--- src/rtl/twostage_wdog_pkg.sv ---
// Package: shared register offsets, bit positions and the address decoder
// for the two-stage watchdog. Assumes byte addressing with 32-bit words.
package twostage_wdog_pkg;

    localparam int unsigned OFS_CTRL_A = 32'h0;
    localparam int unsigned OFS_CTRL_B = 32'h4;
    localparam int unsigned OFS_TICK   = 32'h8;

    localparam int BIT_CAUSE = 3;
    localparam int BIT_WARN  = 2;
    localparam int BIT_ARM_A = 1;
    localparam int BIT_ARM_B = 0;

    typedef enum logic [1:0] {
        SEL_NONE,
        SEL_CTRL_A,
        SEL_CTRL_B,
        SEL_TICK
    } reg_sel_e;

    // Map a zero-extended byte address to a register select.
    function automatic reg_sel_e decode_addr(input logic [31:0] byte_addr);
        reg_sel_e sel;
        case (byte_addr)
            OFS_CTRL_A: sel = SEL_CTRL_A;
            OFS_CTRL_B: sel = SEL_CTRL_B;
            OFS_TICK:   sel = SEL_TICK;
            default:    sel = SEL_NONE;
        endcase
        return sel;
    endfunction

endpackage

--- src/rtl/wd_timebase.sv ---
// Free-running timebase counter.
// Does: counts every clock from zero after reset and wraps modulo 2^TB_W.
// Assumes: nothing gates it; it runs whether or not the watchdog is armed.
module wd_timebase #(
    parameter int TB_W = 32
) (
    input  logic            clk,
    input  logic            rst_n,
    output logic [TB_W-1:0] tick
);

    // Advance the timebase by one every cycle.
    always_ff @(posedge clk) begin
        if (!rst_n) tick <= '0;
        else        tick <= tick + TB_W'(1);
    end

endmodule

--- src/rtl/wd_interval.sv ---
// Interval counter for the watchdog expiry.
// Does: counts while run is high, holds at zero while run is low, and flags
//       the cycle in which the count is about to wrap (an expiry).
// Assumes: IW >= 1; run comes from registered enables.
module wd_interval #(
    parameter int IW = 16
) (
    input  logic clk,
    input  logic rst_n,
    input  logic run,
    output logic expire
);

    localparam logic [IW-1:0] LAST = {IW{1'b1}};

    logic [IW-1:0] cnt;

    // Count while armed, clear to zero while idle.
    always_ff @(posedge clk) begin
        if (!rst_n || !run) cnt <= '0;
        else                cnt <= cnt + IW'(1);
    end

    // The expiry is the wrap from the last count back to zero.
    assign expire = run && (cnt == LAST);

endmodule

--- src/rtl/wd_expiry.sv ---
// Two-stage expiry logic.
// Does: the first expiry with warn clear sets warn and pulses irq; an expiry
//       with warn set pulses wdt_rst and sets the sticky cause flag.
// Assumes: clear requests come from write-one-to-clear decode; an expiry on
//          the same edge takes priority over a clear.
module wd_expiry (
    input  logic clk,
    input  logic rst_n,
    input  logic expire,
    input  logic clr_warn,
    input  logic clr_cause,
    output logic warn,
    output logic cause,
    output logic irq,
    output logic wdt_rst
);

    // Registered one-cycle pulses, chosen by the warn state at the expiry.
    always_ff @(posedge clk) begin
        if (!rst_n) begin
            irq     <= 1'b0;
            wdt_rst <= 1'b0;
        end else begin
            irq     <= expire && !warn;
            wdt_rst <= expire && warn;
        end
    end

    // Warn flag: set by any expiry, otherwise cleared by software.
    always_ff @(posedge clk) begin
        if (!rst_n)        warn <= 1'b0;
        else if (expire)   warn <= 1'b1;
        else if (clr_warn) warn <= 1'b0;
    end

    // Cause flag: set by a second-stage expiry, otherwise cleared by software.
    always_ff @(posedge clk) begin
        if (!rst_n)              cause <= 1'b0;
        else if (expire && warn) cause <= 1'b1;
        else if (clr_cause)      cause <= 1'b0;
    end

endmodule

--- src/rtl/wd_regs.sv ---
// Register port for the watchdog.
// Does: decodes writes to the two control words, keeps both enable bits and
//       the pending disable of arm_a, drives the clear requests and the read
//       mux.
// Assumes: ADDR_W <= 32, DATA_W >= 4; reads are combinational from addr.
module wd_regs
    import twostage_wdog_pkg::*;
#(
    parameter int ADDR_W = 4,
    parameter int DATA_W = 32
) (
    input  logic              clk,
    input  logic              rst_n,
    input  logic              wr_en,
    input  logic [ADDR_W-1:0] addr,
    input  logic [DATA_W-1:0] wdata,
    input  logic [DATA_W-1:0] tick,
    input  logic              warn,
    input  logic              cause,
    output logic              arm_a,
    output logic              arm_b,
    output logic              clr_warn,
    output logic              clr_cause,
    output logic [DATA_W-1:0] rdata
);

    reg_sel_e sel;
    logic     wr_a;
    logic     wr_b;
    logic     drop_pend;

    assign sel       = decode_addr(32'(addr));
    assign wr_a      = wr_en && (sel == SEL_CTRL_A);
    assign wr_b      = wr_en && (sel == SEL_CTRL_B);
    assign clr_warn  = wr_a && wdata[BIT_WARN];
    assign clr_cause = wr_a && wdata[BIT_CAUSE];

    // Enable bits: arm_a may only drop alone when arm_b is already clear,
    // otherwise the request waits for arm_b to be cleared.
    always_ff @(posedge clk) begin
        if (!rst_n) begin
            arm_a     <= 1'b0;
            arm_b     <= 1'b0;
            drop_pend <= 1'b0;
        end else begin
            if (wr_a) begin
                if (wdata[BIT_ARM_A]) begin
                    arm_a     <= 1'b1;
                    drop_pend <= 1'b0;
                end else if (!arm_b) begin
                    arm_a     <= 1'b0;
                end else begin
                    drop_pend <= 1'b1;
                end
            end
            if (wr_b) begin
                arm_b <= wdata[BIT_ARM_B];
                if (!wdata[BIT_ARM_B] && drop_pend) begin
                    arm_a     <= 1'b0;
                    drop_pend <= 1'b0;
                end
            end
        end
    end

    // Read mux; unmapped offsets return zero.
    always_comb begin
        rdata = '0;
        case (sel)
            SEL_CTRL_A: begin
                rdata[BIT_CAUSE] = cause;
                rdata[BIT_WARN]  = warn;
                rdata[BIT_ARM_A] = arm_a;
                rdata[BIT_ARM_B] = arm_b;
            end
            SEL_CTRL_B: rdata[BIT_ARM_B] = arm_b;
            SEL_TICK:   rdata = tick;
            default:    rdata = '0;
        endcase
    end

endmodule

--- src/rtl/twostage_wdog.sv ---
// Two-stage watchdog top.
// Does: joins the timebase, interval counter, expiry logic and register
//       port; the watchdog runs while either enable bit is set.
// Assumes: INTERVAL_LOG2 >= 1; wdt_rst is not looped back to rst_n here.
module twostage_wdog #(
    parameter int INTERVAL_LOG2 = 16,
    parameter int ADDR_W        = 4,
    parameter int DATA_W        = 32
) (
    input  logic              clk,
    input  logic              rst_n,
    input  logic              wr_en,
    input  logic [ADDR_W-1:0] addr,
    input  logic [DATA_W-1:0] wdata,
    output logic [DATA_W-1:0] rdata,
    output logic              irq,
    output logic              wdt_rst
);

    logic [DATA_W-1:0] tick;
    logic              en1;
    logic              en2;
    logic              expire;
    logic              state_flag;
    logic              rst_flag;
    logic              clr_warn;
    logic              clr_cause;

    wd_timebase #(.TB_W(DATA_W)) u_tb (
        .clk   (clk),
        .rst_n (rst_n),
        .tick  (tick)
    );

    wd_interval #(.IW(INTERVAL_LOG2)) u_ivl (
        .clk    (clk),
        .rst_n  (rst_n),
        .run    (en1 | en2),
        .expire (expire)
    );

    wd_expiry u_exp (
        .clk       (clk),
        .rst_n     (rst_n),
        .expire    (expire),
        .clr_warn  (clr_warn),
        .clr_cause (clr_cause),
        .warn      (state_flag),
        .cause     (rst_flag),
        .irq       (irq),
        .wdt_rst   (wdt_rst)
    );

    wd_regs #(.ADDR_W(ADDR_W), .DATA_W(DATA_W)) u_regs (
        .clk       (clk),
        .rst_n     (rst_n),
        .wr_en     (wr_en),
        .addr      (addr),
        .wdata     (wdata),
        .tick      (tick),
        .warn      (state_flag),
        .cause     (rst_flag),
        .arm_a     (en1),
        .arm_b     (en2),
        .clr_warn  (clr_warn),
        .clr_cause (clr_cause),
        .rdata     (rdata)
    );

endmodule

--- config.mk ---
export PLATFORM = sky130hd
export DESIGN_NAME = twostage_wdog
export DESIGN_NICKNAME = d
export VERILOG_FILES = /design/src/rtl/twostage_wdog_pkg.sv /design/src/rtl/wd_timebase.sv /design/src/rtl/wd_interval.sv /design/src/rtl/wd_expiry.sv /design/src/rtl/wd_regs.sv /design/src/rtl/twostage_wdog.sv
export SDC_FILE = /design/constraint.sdc
export NUM_CORES = 1
export LEC_CHECK = 0
export CAP_MARGIN = 30
export CORE_ASPECT_RATIO = 0.8
export CORE_MARGIN = 8
export CORE_UTILIZATION = 35
export CTS_CLUSTER_SIZE = 28
export DETAILED_ROUTE_END_ITERATION = 10
export DONT_BUFFER_PORTS = 1
export GPL_TIMING_DRIVEN = 0
export PLACE_DENSITY = 0.47
export SYNTH_ARGS = -nofsm -noshare
export SYNTH_HDL_FRONTEND = slang
export SYNTH_SLANG_ARGS = --single-unit
--- constraint.sdc ---
create_clock -name clk -period 1.95 [get_ports clk]
set_input_delay 0.195 -clock clk [delete_from_list [all_inputs] [get_ports clk]]
set_output_delay 0.195 -clock clk [all_outputs]
set_load 0.1 [all_outputs]
==> flow_metrics.tcl <==
set metrics [dict create \
    outcome "finished, violations left" \
    violations "setup timing" \
    row_count 28 \
    insertion_delay_ns 0.31 \
    slew_headroom_pct 37.5 \
    gp_congestion 0.766 \
    tightest_slew_ns 0.937 \
    fmax_mhz 506 \
    hp-class "in -> reg" \
    drt_iter0_markers 98 \
    wl_met1_um 3320 \
    synth-main-ff-cell "dfxtp_1" \
    setup_viol 15 \
    portBuffers 0 \
    r2r_start "u_tb.tick[8]$_SDFF_PN0_" \
    place_area_mm2 0.00290 \
    nets 382 \
    syn2layout_area_growth_pct 22.0 \
    fin_ws_ns -0.0248 \
    holdWs_ns 0.0413 \
    hold_path.startpoint "wdata[0]" \
    dr_wl_met3_um 440 \
    clk_pin_slew_ns 0.09 \
    cts_buffer_depth 2 \
    min_to "u_regs.arm_b$_SDFFE_PN0P_" \
    vias 2301 \
    numCtsBuffers 5 \
    rrSetupSlack_ns 0.07 \
    cp-end-kind "primary output" \
    route.met2.wl_um 2780 \
    grt_pass1_vias 2157 \
    antenna_found_initial 0 \
    grt_max_degree 17 \
    synth_most_common_cell "dfxtp_1" \
    synth_common_cells "dfxtp_1, and2_1, nor2_1" \
    hold_violations 0 \
    core_mm2 0.00743 \
    period_minus_slack_ns 1.97 \
    p_leak_nw 1.10 \
    wirelength_um 6560 \
    drive_above_1_share_pct 28.8 \
    slew_violations 0 \
    synth_top_cell_area_share_pct 40.8 \
    synth_area_leaders "dfxtp_1, and2_1, xor2_1, a21oi_1, nor2_1" \
    r2r_cells 6 \
    antenna_left 0 \
    period_share_pct 101 \
    diodes 0 \
    yosysUniqueCellTypes 36 \
    maxCapViolations 0 \
    cts.sinks 55 \
    yosys_register_bits 55 \
    power_density_mw_per_mm2 586 \
    ys_seq_area_share_pct 40.8 \
    yosys_warnings 0 \
    pin_count 73 \
    root_buffer "clkbuf_8" \
    crit_arrival_ns 1.78 \
    grt_pass1_wl_um 10700 \
    cts_tree "yes" \
    ys_async_sr_fraction_pct 0 \
    dr.pass1.iters 4 \
    avgSynthCellArea_um2 8.46 \
    top_layer "met4" \
    hold_depth 2 \
    syn_inst 319 \
    drc 0 \
    start_util_pct 36.4 \
    setup.worst_path.start_class "input port" \
    synthesis.nets 364 \
    place_ws_ns -0.215 \
    rsz0062_at_grt "true" \
    die_area_mm2 0.0108 \
    dp_hpwl_um 4610 \
    routedWlPerCell_um 14.8 \
    final_area_mm2 0.00329 \
    rr_endpoint "u_tb.tick[31]$_SDFF_PN0_" \
    dp_cells 424 \
    clock_skew_ns 0.0134 \
    grt_usage_pct 12.2 \
    design_power_total_mw 1.93 \
    critPathMaxFanout 10 \
    die_h_um 94.6 \
    vdd_drop_max_v 0.000290 \
    die_w_um 114 \
    post_synth_instance_area_mm2 0.00270 \
    worst-setup-path-type "in -> out" \
    avgViaCountPerCell 5.21 \
    hold_buffers 0 \
    synth_edf_count 0 \
    synth_top_area_cell "dfxtp_1" \
    final_cell_count_no_fill 442 \
    nFillCells 767 \
    overflow 0 \
    cp.required_ns 1.75 \
    htreeDepth 2 \
]
cell families (layout without fill, tap and decap cells):
family / count (synthesis) / count (layout) / synth area share (%)
XOR/XNOR: 24 / 24 / 7.78
buffers and inverters: 29 / 47 / 4.45
AND/OR/NAND/NOR: 151 / 151 / 32.2
multiplexers: 1 / 1 / 0.371
adder cells (fa/ha/maj): 6 / 6 / 2.78
AO/OA/AOI/OAI: 53 / 53 / 11.7
flip-flops: 55 / 55 / 40.8
layout make-up:
| class | count | area, um^2 | area share, % |
|---|---|---|---|
| clock buffer | 5 | 68.8 | 2.09 |
| clock inverter | 2 | 37.5 | 1.14 |
| inverter | 10 | 40.0 | 1.22 |
| timing repair buffer | 13 | 95.1 | 2.89 |
| tap | 105 | 131 | 3.99 |
| multi-input combinational | 235 | 1650 | 50.0 |
| sequential | 55 | 1160 | 35.1 |
| buffer | 17 | 116 | 3.53 |
power breakdown:
part,leakage [nW],internal (mW),total [mW],switching (mW)
logic,0.590,0.0192,0.0569,0.0377
registers,0.457,1.11,1.13,0.0113
clock network,0.0502,0.376,0.749,0.373
total,1.10,1.51,1.93,0.422
through the flow:
stage / TNS (ns) / util, %
after floorplan: -0.00965 / -
after global placement: -5.48 / 39.1
after detailed placement: -5.38 / 39.1
after CTS: -0.582 / 42.0
after global routing: -1.95 / 44.4
final: -0.320 / 44.4
worst max-delay path: stages:
cell and delay (ns):
xnor2_1 0.10, or3_4 0.36, inv_4 0.08, ha_4 0.16
clkbuf_1 0.32, and2_2 0.57
state kept, by name (all words and copies together) (netlist names):
| signal | flops |
|---|---|
| u_exp.cause | 1 |
| u_tb.tick | 32 |
| u_regs.arm_b | 1 |
| u_regs.arm_a | 1 |
| u_ivl.cnt | 16 |
| u_exp.wdt_rst | 1 |
| u_exp.irq | 1 |
| u_exp.warn | 1 |
| u_regs.drop_pend | 1 |
timing repair:
item | in CTS | in global routing
pin swaps | 2 | 9
setup buffers | 3 | 9
cloned | 0 | 1
setup endpoints to repair | 46 | 36
endpoints found under the hold margin | 0 | 0
resized for setup | 38 | 36
per-layer routing:
layer  track usage (%)  vias up
li1                  -     1155
met1              16.7     1097
met2              18.2       47
met3              3.83        2
met4              2.65        0
met5                 0        -
worst max-delay path by stage:
stage	start	to	slack [ns]	depth (start not counted)
4_1_cts	addr[3]	rdata[30]	-0.04	6
6_report	addr[3]	rdata[27]	-0.02	6
3_5_place_dp	addr[3]	rdata[0]	-0.22	7
3_3_place_gp	addr[3]	rdata[0]	-0.25	7
2_1_floorplan	addr[3]	rdata[0]	-0.01	7
5_1_grt	addr[3]	rdata[13]	-0.13	6
placed cells by master, fill, tap and decap left out, types with 8 or more instances in the layout:
master	instances
o21ai_0	10
and2_2	23
inv_1	9
buf_4	13
dfxtp_4	13
nand2_1	15
xor2_1	18
o31ai_1	11
nand4_1	8
or4_1	12
nand3_1	19
a21oi_1	21
or3_1	8
nor2_1	25
clkbuf_1	10
dfxtp_1	36
Power figures use the tool's default switching activity.
